$ cat src/rtl/fts_pkg.sv
package fts_pkg;

  typedef enum logic {
    FR_IDLE  = 1'b0,
    FR_SHIFT = 1'b1
  } frame_state_e;

  typedef struct packed {
    logic lead;
    logic trail;
  } sclk_edges_t;

endpackage

$ cat src/rtl/fts_sync.sv
module fts_sync #(
  parameter int W = 1,
  parameter int STAGES = 2,
  parameter logic [W-1:0] RST_VAL = '0
) (
  input  logic         clk,
  input  logic         rst,
  input  logic [W-1:0] d,
  output logic [W-1:0] q
);

  generate
    if (STAGES <= 1) begin : g_single
      logic [W-1:0] stg;
      always_ff @(posedge clk) begin
        if (rst) stg <= RST_VAL;
        else     stg <= d;
      end
      assign q = stg;
    end else begin : g_chain
      logic [STAGES-1:0][W-1:0] stg;
      always_ff @(posedge clk) begin
        if (rst) stg <= {STAGES{RST_VAL}};
        else     stg <= {stg[STAGES-2:0], d};
      end
      assign q = stg[STAGES-1];
    end
  endgenerate

endmodule

$ cat src/rtl/fts_edge.sv
module fts_edge
  import fts_pkg::*;
(
  input  logic        clk,
  input  logic        rst,
  input  logic        cpol,
  input  logic        lvl,
  output sclk_edges_t edges
);

  logic lvl_d;
  logic rise;
  logic fall;

  always_ff @(posedge clk) begin
    if (rst) lvl_d <= 1'b0;
    else     lvl_d <= lvl;
  end

  always_comb begin
    rise        = lvl & ~lvl_d;
    fall        = ~lvl & lvl_d;
    edges.lead  = cpol ? fall : rise;
    edges.trail = cpol ? rise : fall;
  end

endmodule

$ cat src/rtl/fts_seq.sv
module fts_seq
  import fts_pkg::*;
#(
  parameter int MAX_BITS = 32,
  parameter int CW = $clog2(MAX_BITS)
) (
  input  logic          clk,
  input  logic          rst,
  input  logic          cpha,
  input  logic          sel,
  input  sclk_edges_t   edges,
  input  logic [CW-1:0] len_m1,
  output logic          start,
  output logic          sample,
  output logic          launch,
  output logic          done,
  output logic          active,
  output logic [CW-1:0] cnt,
  output logic [CW-1:0] len_q
);

  frame_state_e  st_q;
  logic [CW-1:0] cnt_q;
  logic [CW-1:0] cnt_base;
  logic [CW-1:0] len_eff;
  logic          sample_ev;
  logic          launch_ev;

  assign active = (st_q == FR_SHIFT);
  assign cnt    = cnt_q;

  always_comb begin
    sample_ev = cpha ? edges.trail : edges.lead;
    launch_ev = cpha ? edges.lead  : edges.trail;
    start     = ~active & sel & edges.lead;
    sample    = (start & ~cpha) | (active & sample_ev);
    launch    = active & launch_ev;
    cnt_base  = start ? '0 : cnt_q;
    len_eff   = start ? len_m1 : len_q;
    done      = sample & (cnt_base == len_eff);
  end

  always_ff @(posedge clk) begin
    if (rst) begin
      st_q  <= FR_IDLE;
      cnt_q <= '0;
      len_q <= '0;
    end else begin
      if (start) len_q <= len_m1;
      if (sample) cnt_q <= done ? '0 : cnt_base + 1'b1;
      else if (start) cnt_q <= '0;
      if (done) st_q <= FR_IDLE;
      else if (start) st_q <= FR_SHIFT;
    end
  end

endmodule

$ cat src/rtl/fts_spi_slave.sv
module fts_spi_slave
  import fts_pkg::*;
#(
  parameter int MAX_BITS = 32,
  parameter int SYNC_STAGES = 2
) (
  input  logic                        clk,
  input  logic                        rst,
  input  logic                        cfg_cpol,
  input  logic                        cfg_cpha,
  input  logic [$clog2(MAX_BITS)-1:0] cfg_len_m1,
  input  logic [MAX_BITS-1:0]         tx_word,
  input  logic                        tx_load,
  input  logic                        spi_sclk,
  input  logic                        spi_ss_n,
  input  logic                        spi_mosi,
  output logic                        spi_miso,
  output logic [MAX_BITS-1:0]         rx_word,
  output logic                        rx_valid
);

  localparam int CW = $clog2(MAX_BITS);
  localparam int PADW = CW + 1;
  localparam logic [PADW-1:0] TOP_IDX = PADW'(MAX_BITS - 1);

  logic [2:0]          pins_s;
  logic                sclk_s;
  logic                ssn_s;
  logic                mosi_s;
  sclk_edges_t         edges_w;
  logic                start_w;
  logic                sample_w;
  logic                launch_w;
  logic                done_w;
  logic                active_w;
  logic [CW-1:0]       cnt_w;
  logic [CW-1:0]       len_q_w;
  logic [MAX_BITS-1:0] hold_q;
  logic [MAX_BITS-1:0] tx_sr;
  logic [MAX_BITS-1:0] rx_sr;
  logic [MAX_BITS-1:0] rx_base;
  logic [MAX_BITS-1:0] rx_next;
  logic [MAX_BITS-1:0] aligned;
  logic [PADW-1:0]     pad;

  fts_sync #(
    .W(3),
    .STAGES(SYNC_STAGES),
    .RST_VAL(3'b010)
  ) u_sync (
    .clk(clk),
    .rst(rst),
    .d  ({spi_sclk, spi_ss_n, spi_mosi}),
    .q  (pins_s)
  );

  assign sclk_s = pins_s[2];
  assign ssn_s  = pins_s[1];
  assign mosi_s = pins_s[0];

  fts_edge u_edge (
    .clk  (clk),
    .rst  (rst),
    .cpol (cfg_cpol),
    .lvl  (sclk_s),
    .edges(edges_w)
  );

  fts_seq #(
    .MAX_BITS(MAX_BITS),
    .CW(CW)
  ) u_seq (
    .clk   (clk),
    .rst   (rst),
    .cpha  (cfg_cpha),
    .sel   (~ssn_s),
    .edges (edges_w),
    .len_m1(cfg_len_m1),
    .start (start_w),
    .sample(sample_w),
    .launch(launch_w),
    .done  (done_w),
    .active(active_w),
    .cnt   (cnt_w),
    .len_q (len_q_w)
  );

  always_comb begin
    pad     = TOP_IDX - {1'b0, cfg_len_m1};
    aligned = hold_q << pad;
    rx_base = start_w ? '0 : rx_sr;
    rx_next = (rx_base << 1) | {{(MAX_BITS-1){1'b0}}, mosi_s};
  end

  always_ff @(posedge clk) begin
    if (rst) begin
      hold_q   <= '0;
      tx_sr    <= '0;
      rx_sr    <= '0;
      rx_word  <= '0;
      rx_valid <= 1'b0;
    end else begin
      if (tx_load) hold_q <= tx_word;
      if (launch_w) tx_sr <= tx_sr << 1;
      else if (!active_w) tx_sr <= aligned;
      if (sample_w) rx_sr <= rx_next;
      else if (start_w) rx_sr <= '0;
      rx_valid <= done_w;
      if (done_w) rx_word <= rx_next;
    end
  end

  assign spi_miso = tx_sr[MAX_BITS-1];

endmodule

$ cat config.mk
export PLATFORM = sky130hd
export DESIGN_NAME = fts_spi_slave
export DESIGN_NICKNAME = d
export VERILOG_FILES = /design/src/rtl/fts_pkg.sv /design/src/rtl/fts_sync.sv /design/src/rtl/fts_edge.sv /design/src/rtl/fts_seq.sv /design/src/rtl/fts_spi_slave.sv
export SDC_FILE = /design/constraint.sdc
export NUM_CORES = 1
export LEC_CHECK = 0
export BUFFER_PORTS_ARGS = -buffer_cell sky130_fd_sc_hd__buf_2
export CORE_UTILIZATION = 42
export DETAILED_ROUTE_END_ITERATION = 8
export PLACE_DENSITY_LB_ADDON = 0.08
export SYNTH_ARGS = -nofsm -noshare
export SYNTH_HDL_FRONTEND = slang
export SYNTH_SLANG_ARGS = --single-unit
export TNS_END_PERCENT = 20
$ cat constraint.sdc
create_clock -name clk -period 2.2 [get_ports clk]
set_input_delay 0.11 -clock clk [delete_from_list [all_inputs] [get_ports clk]]
set_output_delay 0.11 -clock clk [all_outputs]
set_load 0.005 [all_outputs]
# Word-level counts from Yosys, hierarchy flattened
# Cells that the tools add are included.
dict set report word_totals {
  register_bits 146
  latchBits 0
  ramBits 0
  mem_bits_ro 0
  input_bits 45
  wordCells 46
  memories 0
}
dict set report op_classes {
  add_sub_neg 2
  multipliers 0
  n_div 0
  magnitude_cmp 0
  eq_ne 2
  shifts 1
  n_mux 12
  n_bitwise 15
  reduce_logical 2
}
# op count
set ops {}
lappend ops {{32-bit two-way mux} 2}
lappend ops {{31-bit two-way mux} 2}
lappend ops {{32-bit by 1-bit bitwise OR with 32-bit output} 1}
lappend ops {{32-bit by 6-bit left shift with 32-bit output} 1}
lappend ops {{5-bit two-way mux} 4}
lappend ops {{1-bit bitwise AND} 8}
lappend ops {{5-bit by 5-bit subtractor with 6-bit output (first input constant)} 1}
lappend ops {{5-bit by 1-bit adder with 5-bit output (second input constant)} 1}
lappend ops {{5-bit == test} 1}
lappend ops {{1-bit NOT} 5}
lappend ops {{1-bit two-way mux} 4}
lappend ops {{2-bit OR reduction} 2}
lappend ops {{2-bit inequality test (second input constant)} 1}
lappend ops {{1-bit bitwise OR} 1}

# Depth between registers and ports, before layout
# Gate-level depths: netlist (run 1).
dict set report logic_depth {
  ltp_word 9
  ltp_mapped 9
  ltp_nobuf 7
}

# By module
# Synthesis (run 1) repeated with hierarchy kept, for this count alone.
dict set report hier_totals {
  hier_cells 817
  area_unflattened_um2 7282.0
}
# module n_inst cells_each area_per_inst_um2 seq_area_each_um2
set by_module_without_submodules {}
lappend by_module_without_submodules {fts_spi_slave 1 724 6429.9 2562.5}
lappend by_module_without_submodules {fts_seq 1 72 613.1 220.2}
lappend by_module_without_submodules {fts_sync 1 15 180.2 120.1}
lappend by_module_without_submodules {fts_edge 1 6 58.8 20.0}

# Worst setup path after synthesis (run 1)
# Ideal clock, no wire load.
dict set report synth_timing {
  path_kind {reg-to-reg}
  from {register u_sync.g_chain.stg (netlist bit u_sync.q[2])}
  to {register u_seq.cnt_q[4], in the netlist u_seq.cnt[4]}
  setup_time_ps 124
  arrival_time_ps 2057
  required_ps 2076
  setup_slack_ps 19
  stages_incl_launch_ff 10
  synth_period_minus_slack_ps 2181
  path_cell_list {dfxtp_1 or3b_4 a211o_1 buf_2 clkbuf_1 and2_1 ha_1 o2111ai_1 xor2_1 nor3_1}
}
dict set report synth_via {
  elab_chain_cells 9
  elab_cells_between_ends 17
}
# element line_no
set synth_rtl {}
lappend synth_rtl {{start, declared} fts_sync.sv:21} ;# logic [STAGES-1:0][W-1:0] stg;
lappend synth_rtl {{start signal, assigned} fts_sync.sv:23} ;# if (rst) stg <= {STAGES{RST_VAL}};
lappend synth_rtl {{start signal, assigned} fts_sync.sv:24} ;# else stg <= {stg[STAGES-2:0], d};
lappend synth_rtl {{parallel branches: the longest is 8 deep, another holds 5-bit by 1-bit adder with 5-bit output} --}
lappend synth_rtl {{5-bit two-way mux *} fts_seq.sv:50} ;# if (sample) cnt_q <= done ? '0 : cnt_base + 1'b1;
lappend synth_rtl {{end signal, assigned} fts_seq.sv:50}
lappend synth_rtl {{end, declared} fts_seq.sv:23} ;# logic [CW-1:0] cnt_q;
# Mark *: on every way between the ends.
# A chain may end at the register's enable or synchronous reset.

# Final worst setup path (run 1)
dict set report layout_timing {
  from {register u_edge.lvl_d}
  to {register rx_sr[5]}
}
dict set report layout_via {
  elab_chain_cells 7
  elab_cells_between_ends 13
}
# element line_no
set layout_rtl {}
lappend layout_rtl {{start, declared} fts_edge.sv:11} ;# logic lvl_d;
lappend layout_rtl {{start signal, assigned} fts_edge.sv:17} ;# else lvl_d <= lvl;
lappend layout_rtl {{1-bit NOT} fts_edge.sv:21} ;# rise = lvl & ~lvl_d;
lappend layout_rtl {{1-bit bitwise AND} fts_edge.sv:21}
lappend layout_rtl {{1-bit two-way mux, on equally long branches} {fts_edge.sv:23, fts_edge.sv:24}}
lappend layout_rtl {{1-bit bitwise AND / 1-bit two-way mux (equally long branches)} {fts_seq.sv:35, fts_seq.sv:33}}
lappend layout_rtl {{31-bit two-way mux / 1-bit bitwise AND (equally long branches)} --}
lappend layout_rtl {{32-bit by 1-bit bitwise OR with 32-bit output / 1-bit bitwise OR (equally long branches)} {fts_spi_slave.sv:92, fts_seq.sv:36}}
lappend layout_rtl {{31-bit two-way mux *} fts_spi_slave.sv:106} ;# if (sample_w) rx_sr <= rx_next;
lappend layout_rtl {{end signal, assigned} fts_spi_slave.sv:106}
lappend layout_rtl {{end, declared} fts_spi_slave.sv:40} ;# logic [MAX_BITS-1:0] rx_sr;
# Every way passes the cells marked *; elsewhere a longest branch is shown, timed or not.

==> qor.csv, run 1 <==
stage,metric,value,unit
outcome,status,completed,
power,P_int,5020,µW
critical_path,WP buf/inv,2,
critical_path,R2R setup slack,0.12,ns
synthesis,top_reg_cell synth,dfxtp_1,
clock_tree,CTS tree,yes,
synthesis,post-synthesis register bit count,146,
timing,FMAX,0.480,GHz
critical_path,reg2reg path depth,6,
critical_path,critical path cell sequence,"or3b_4, a211o_1, buf_4, nand2b_1, buf_12, a21oi_1",
critical_path,Required @ worst endpoint,2.51,ns
job,Max Cap Violations,0,
synthesis,post-synthesis sequential area ratio,0.387,
power,combinational fraction of design power,0.109,
timing,Setup WS post-layout,0.118,ns
final_layout,number of inserted diodes,0,
timing,Setup-failing EPs final,0,
synthesis,Post-synth EDFFs,0,
synthesis,synthesis warning total,0,
detailed_routing,Routed Antenna Nets,0,
timing,Max-slew headroom,0.547,
timing,"Slew Viols, Final",0,
synthesis,Synth top area share,0.387,
placed_design,DP HPWL,13.7,mm
power,Power Density,717,nW/µm²
synthesis,syn avg cell area,8.93,µm²
synthesis,ranking of synthesized cells by area,"dfxtp_1, mux4_2, mux2i_1",
placed_design,Placement Cell Area,8290,µm²
clock_tree,Post-CTS Setup Inserts,0,
power,Leak,0.00356,µW
clock_tree,latest clock arrival within the worst-skew pair,0.43,ns
synthesis,mapped cell area,7560,µm²
global_route,global-route wire length before repair,33.3,mm
power,Sw Ratio,0.247,
detailed_routing,via count,6807,
critical_path,Worst Setup EP,rx_sr[5]$_SDFF_PP0_,
timing,setup TNS,0,ns
power,NetSw,1650,µW
final_layout,area delta synth->final,22.9,%
critical_path,CP Launch Type,flip-flop,
synthesis,asr flop ratio synth,0,
clock_tree,Clock Pin Slew Worst Setup and Hold Paths,0.06,ns
detailed_routing,Pre-antenna DRT Iters,5,
placed_design,Port Buffer Count,78,
critical_path,Worst path max stage delay,0.44,ns
critical_path,Crit-path slowest cell,or3b_4,
global_route,GRT Total Usage,0.230,
timing,Clock Skew,0.0112,ns
die,die width,136,µm
critical_path,Crit path depth,6,
timing,min Tclk post-route,2.08,ns
final_layout,Layout Nets,985,
synthesis,Synth Net Count,893,
global_route,GRT Residual Overflow,0,
clock_tree,maximum buffer depth of the clock tree,2,
clock_tree,clock root buffer,clkbuf_16,
die,# IOs,79,
timing,Slew @ Worst Pin,0.679,ns
synthesis,Synth cell types,56,
die,initial core utilization,0.434,
die,Core Area,17400,µm²
clock_tree,H-tree levels,4,
power,Sequential Power Share,0.417,
power,worst vdd ir,0.536,mV
die,site row count,48,
final_layout,fraction of layout cells with a size suffix above 1,0.230,
power,clock power share,0.474,
critical_path,Critical Path Start,u_edge.lvl_d$_SDFF_PP0_,
clock_tree,total CTS buffers,17,
critical_path,CP Class,flip-flop to flip-flop,
synthesis,synth cell count leaders,"dfxtp_1, nand2_1, nor2_1",
critical_path,crit path DAT,2.39,ns
detailed_routing,Vias/cell,5.78,
timing,RSZ-0062 raised after global routing,no,
min_path,hold crit path type,input port to flip-flop,
global_route,largest net degree at the start of global routing,45,
global_route,vias in the first global route,6419,
timing,Final Cycle Share,0.946,
synthesis,most frequent cell after synthesis,dfxtp_1,
critical_path,r2r endpoint,rx_sr[5]$_SDFF_PP0_,
detailed_routing,DR iter-0 viols,564,
die,Die Y,136,µm
clock_tree,Clock Sinks,146,
synthesis,post-synth top area cell,dfxtp_1,
synthesis,Cells after Synth,847,
critical_path,Setup crit end kind,flip-flop,
detailed_routing,final wirelength,20.6,mm
die,die area,18500,µm²
final_layout,post-route cell area,9290,µm²
timing,final hold violation count,0,
placed_design,GPL Wtd Cong,0.829,
critical_path,R2R Path Start,u_edge.lvl_d$_SDFF_PP0_,
global_route,number of antenna violations at the first check in global routing,0,
detailed_routing,post-DR wirelength/cell,17.5,µm
placed_design,Post-Place Worst Slack,0.107,ns
critical_path,Worst path top cell family by delay,simple AND/OR/NAND/NOR gates,
detailed_routing,DRC,0,
critical_path,maximum fanout along the worst path,30,
routing by layer:
layer,track usage,wire length [µm]
met1,0.335,10000
met2,0.341,9160
met3,0.0324,1090
met4,0.0858,272
met5,0,0
what timing repair did:
item | 4_1_cts | 5_1_grt
hold buffers | 35 | 0
resized for setup | 0 | 1
setup endpoints to repair | 0 | 2
hold endpoints to repair | 35 | 0
cell families after synthesis:
kind of cell               share of synthesized area
DFF                                            0.387
adders and majority gates                    0.00165
and+or+nand+nor                                0.182
buffers and inverters                         0.0487
xor gates and xnor gates                     0.00927
AOI/OAI and AO/OA                              0.163
muxes                                          0.209
per-stage QoR:
stage,power [µW],hold slack [ns],std cells,utilization
2_1_floorplan,3290,0.214,847,-
3_3_place_gp,3490,0.312,1110,0.476
3_5_place_dp,3510,0.310,1110,0.476
4_1_cts,6710,0.0572,1177,0.533
5_1_grt,6890,0.0817,1177,0.534
6_report,6670,0.0706,1177,0.534
layout by cell type, fill, tap and decap left out, drive strengths merged, types with 5 or more instances in the layout:
cell type    instances
a31oi               36
a211oi              13
dlygate4sd3         35
nor2b                9
nor2                70
nand4               36
o21ai               51
mux2i               58
inv                  9
a21oi               52
nand3               37
nand2              116
dfxtp              146
buf                117
mux2                25
xor2                 5
o22ai                5
nor3                10
clkbuf              18
mux4                32
a22oi               10
nand2b               5
power by group through the flow:
| stage | combinational (µW) | sequential (µW) | clock [µW] |
|---|---|---|---|
| final | 728 | 2780 | 3160 |
| after global routing | 787 | 2790 | 3320 |
| after CTS | 721 | 2780 | 3210 |
| after detailed placement | 672 | 2840 | 0 |
| after global placement | 659 | 2840 | 0 |
| after floorplan | 476 | 2810 | 0 |
state kept, by name, summed over array words and instances, names as in the netlist:
signal              flops
hold_q                 32
rx_word                32
tx_sr                  32
rx_sr                  31
u_seq.cnt               5
u_seq.len_q             5
u_sync.g_chain.stg      3
u_sync.q                3
rx_valid                1
u_edge.lvl_d            1
u_seq.active            1
worst reg2reg max path, stage by stage (launching register included):
cell      delay [ns]
dfxtp_1         0.32
or3b_4          0.44
a211o_1         0.44
buf_4           0.29
nand2b_1        0.21
buf_12          0.21
a21oi_1         0.07
how the worst min path moves through the flow:
stage / to / slack (ns) / cells after the start / start
finish: tx_sr[8]$_SDFFE_PP0P_ / 0.07 / 4 / cfg_len_m1[3]
CTS: tx_sr[8]$_SDFFE_PP0P_ / 0.06 / 4 / cfg_len_m1[3]
detailed placement: u_sync.g_chain.stg[1]$_SDFF_PP1_ / 0.31 / 2 / spi_ss_n
global route: u_seq.len_q[4]$_SDFF_PP0_ / 0.08 / 3 / cfg_len_m1[4]
global placement: u_sync.g_chain.stg[1]$_SDFF_PP1_ / 0.31 / 2 / spi_ss_n
floorplan: u_sync.g_chain.stg[1]$_SDFF_PP1_ / 0.21 / 1 / spi_ss_n
cell type report:
cell class,count,area (µm²)
Timing Repair Buffer,152,1140
Tap cell,225,282
Multi-Input combinational cell,617,4290
Clock inverter,14,200
Fill cell,1620,8120
Sequential cell,146,2920
Clock buffer,18,439
Inverter,5,18.8
Note: power is estimated with default switching activity, not from simulation.
==> run 2: changes to the inputs <==
- PLACE_DENSITY_LB_ADDON: 0.08 -> 0.2
==> run 2 against run 1 <==
Final cell count about the same; highest routed layer unchanged; flip-flop and latch count unchanged; clock power down 9.2%; hold slack better by 0.014 ns; critical endpoint is now rx_word[0]$_SDFFE_PP0P_; sequential share of layout area up 0.28 points; non-clock buffer count up 1; combinational power about the same; total power down 4.4%; largest cell class unchanged.
==> qor.csv, run 2 (synthesized netlist as in run 1, its figures left out) <==
stage,metric,value,unit,change
die,# IOs,79,,unchanged
outcome,status,completed,,
detailed_routing,Vias/cell,5.73,,-0.98%
timing,"Slew Viols, Final",0,,unchanged
placed_design,Port Buffer Count,78,,unchanged
critical_path,R2R Path Start,u_edge.lvl_d$_SDFF_PP0_,,
timing,setup TNS,0,ns,unchanged
clock_tree,H-tree levels,4,,unchanged
final_layout,Largest regs,"hold_q x32, rx_word x32, tx_sr x32",,
final_layout,fraction of layout cells with a size suffix above 1,0.232,,+0.00186
timing,FMAX,0.494,GHz,+2.8%
timing,Slew @ Worst Pin,0.733,ns,+0.0538 ns
final_layout,area delta synth->final,21.8,%,
global_route,met2 Use GR,0.332,,-0.00846
final_layout,Layout Nets,986,,+0.10%
placed_design,GPL Wtd Cong,0.844,,+1.8%
min_path,Hold Path End,u_seq.len_q[4]$_SDFF_PP0_,,
clock_tree,Clock Sinks,146,,unchanged
global_route,GRT Residual Overflow,0,,unchanged
critical_path,R2R setup slack,0.18,ns,+0.06 ns
die,die width,136,µm,unchanged
clock_tree,latest clock arrival within the worst-skew pair,0.43,ns,about the same
min_path,hold path depth,3,,-1
min_path,Hold Path Origin,cfg_len_m1[4],,
detailed_routing,Routed Antenna Nets,0,,unchanged
timing,Clock Skew,0.00852,ns,-0.00272 ns
critical_path,reg2reg path depth,5,,-1
final_layout,"commonest non-fill, non-tap cell in the layout",dfxtp_1,,
critical_path,maximum fanout along the worst path,8,,-73%
timing,Max-slew headroom,0.510,,-0.0377
die,initial core utilization,0.434,,unchanged
die,Die Y,136,µm,unchanged
critical_path,CP Class,flip-flop to flip-flop,,
power,Power Density,692,nW/µm²,-3.5%
power,worst vdd ir,0.586,mV,+9.2%
timing,RSZ-0062 raised after global routing,no,,
global_route,number of antenna violations at the first check in global routing,0,,unchanged
power,Pwr Total,6380,µW,-4.4%
critical_path,CP Launch Type,flip-flop,,
clock_tree,CTS tree,yes,,
final_layout,number of inserted diodes,0,,unchanged
detailed_routing,via count,6746,,-0.90%
global_route,Most Crowded Layer GR,met2,,
detailed_routing,Pre-antenna DRT Iters,5,,unchanged
clock_tree,maximum buffer depth of the clock tree,2,,unchanged
critical_path,Setup crit end kind,flip-flop,,
timing,min Tclk post-route,2.02,ns,-0.0576 ns
timing,Setup-failing EPs final,0,,unchanged
die,die area,18500,µm²,unchanged
job,Max Cap Violations,0,,unchanged
detailed_routing,post-DR wirelength/cell,16.9,µm,-3.5%
detailed_routing,DR iter-0 viols,394,,-30%
clock_tree,Clock Pin Slew Worst Setup and Hold Paths,0.07,ns,about the same
detailed_routing,final wirelength,19.9,mm,-3.5%
global_route,largest net degree at the start of global routing,53,,+18%
die,site row count,48,,unchanged
clock_tree,Post-CTS Setup Inserts,0,,unchanged
clock_tree,total CTS buffers,17,,unchanged
critical_path,r2r endpoint,rx_word[0]$_SDFFE_PP0P_,,
timing,final hold violation count,0,,unchanged
critical_path,Required @ worst endpoint,2.56,ns,+0.05 ns
detailed_routing,DRC,0,,unchanged
min_path,hold crit path type,input port to flip-flop,,
critical_path,crit path DAT,2.39,ns,about the same
power,Leak,0.00353,µW,-0.90%
global_route,global-route wire length before repair,32.9,mm,-1.1%
critical_path,Critical Path Start,u_edge.lvl_d$_SDFF_PP0_,,
clock_tree,clock root buffer,clkbuf_16,,
global_route,vias in the first global route,6347,,-1.1%
final_layout,FILL cells,1627,,+0.43%
timing,hold_ws,0.0845,ns,+0.0139 ns
die,Core Area,17400,µm²,unchanged
final_layout,"commonest cells after routing, fill and taps aside","dfxtp_1, nand2_1, buf_2",,
placed_design,DP HPWL,12.7,mm,-7.0%
global_route,GRT Total Usage,0.224,,-0.00526
timing,Final Cycle Share,0.920,,-0.0262
global_route,met1 global-route usage,0.324,,-0.0105
global_route,met3 Track Usage GR,0.0418,,+0.00932
==> run 2: area by class of cell <==
| cell class | count | area (µm²) | share of cell area |
|---|---|---|---|
| clock buffer | 17 | 425 | 0.0462 |
| clock inverter | 15 | 149 | 0.0162 |
| inverter | 5 | 18.8 | 0.00204 |
| multi-input combinational | 617 | 4300 | 0.466 |
| sequential | 146 | 2920 | 0.317 |
| tap | 225 | 282 | 0.0306 |
| timing repair buffer | 153 | 1120 | 0.121 |
==> run 2: routing by layer <==
| layer | part of all wire | vias up |
|---|---|---|
| met5 | 0 | - |
| met3 | 0.051 | 26 |
| met1 | 0.49 | 3217 |
| met2 | 0.44 | 205 |
| li1 | - | 3298 |
| met4 | 0.018 | 0 |
==> run 2: timing repair <==
action,4_1_cts,5_1_grt
resized for setup,0,1
endpoints found under the hold margin,35,0
endpoints found under the setup margin,0,19
hold buffers,35,0
==> run 2: how the worst max path moves through the flow <==
stage | cells past startpoint | slack, ns | endpoint
4_1_cts | 6 | 0.13 | u_seq.cnt[1]$_SDFF_PP0_
3_5_place_dp | 6 | 0.15 | u_seq.cnt[1]$_SDFF_PP0_
6_report | 5 | 0.18 | rx_word[0]$_SDFFE_PP0P_
2_1_floorplan | 9 | 0.02 | u_seq.cnt[4]$_SDFF_PP0_
3_3_place_gp | 7 | 0.17 | u_seq.cnt[2]$_SDFF_PP0_
5_1_grt | 7 | 0.009 | u_seq.cnt[1]$_SDFF_PP0_
==> run 2: stage by stage <==
step                       util  area (µm²)  setup slack [ns]  std cells
final                     0.529        9210             0.175       1178
after global routing      0.529        9210           0.00895       1178
after CTS                 0.529        9210             0.132       1178
after detailed placement  0.476        8290             0.146       1111
after global placement    0.476        8290             0.167       1111
after floorplan               -        7560            0.0192        847
==> run 2: critical path, stage by stage, from the launching register on <==
cell and delay (ns):
dfxtp_1 0.31, or3b_4 0.43, a211oi_4 0.43, o22a_4 0.27
a21boi_4 0.31, mux2i_1 0.20
==> run 2: report_power, final <==
group	switching [µW]	total [µW]	internal [µW]
Combinational	371	726	355
Clock	1280	2870	1590
Sequential	65.0	2780	2710
Total	1720	6380	4660
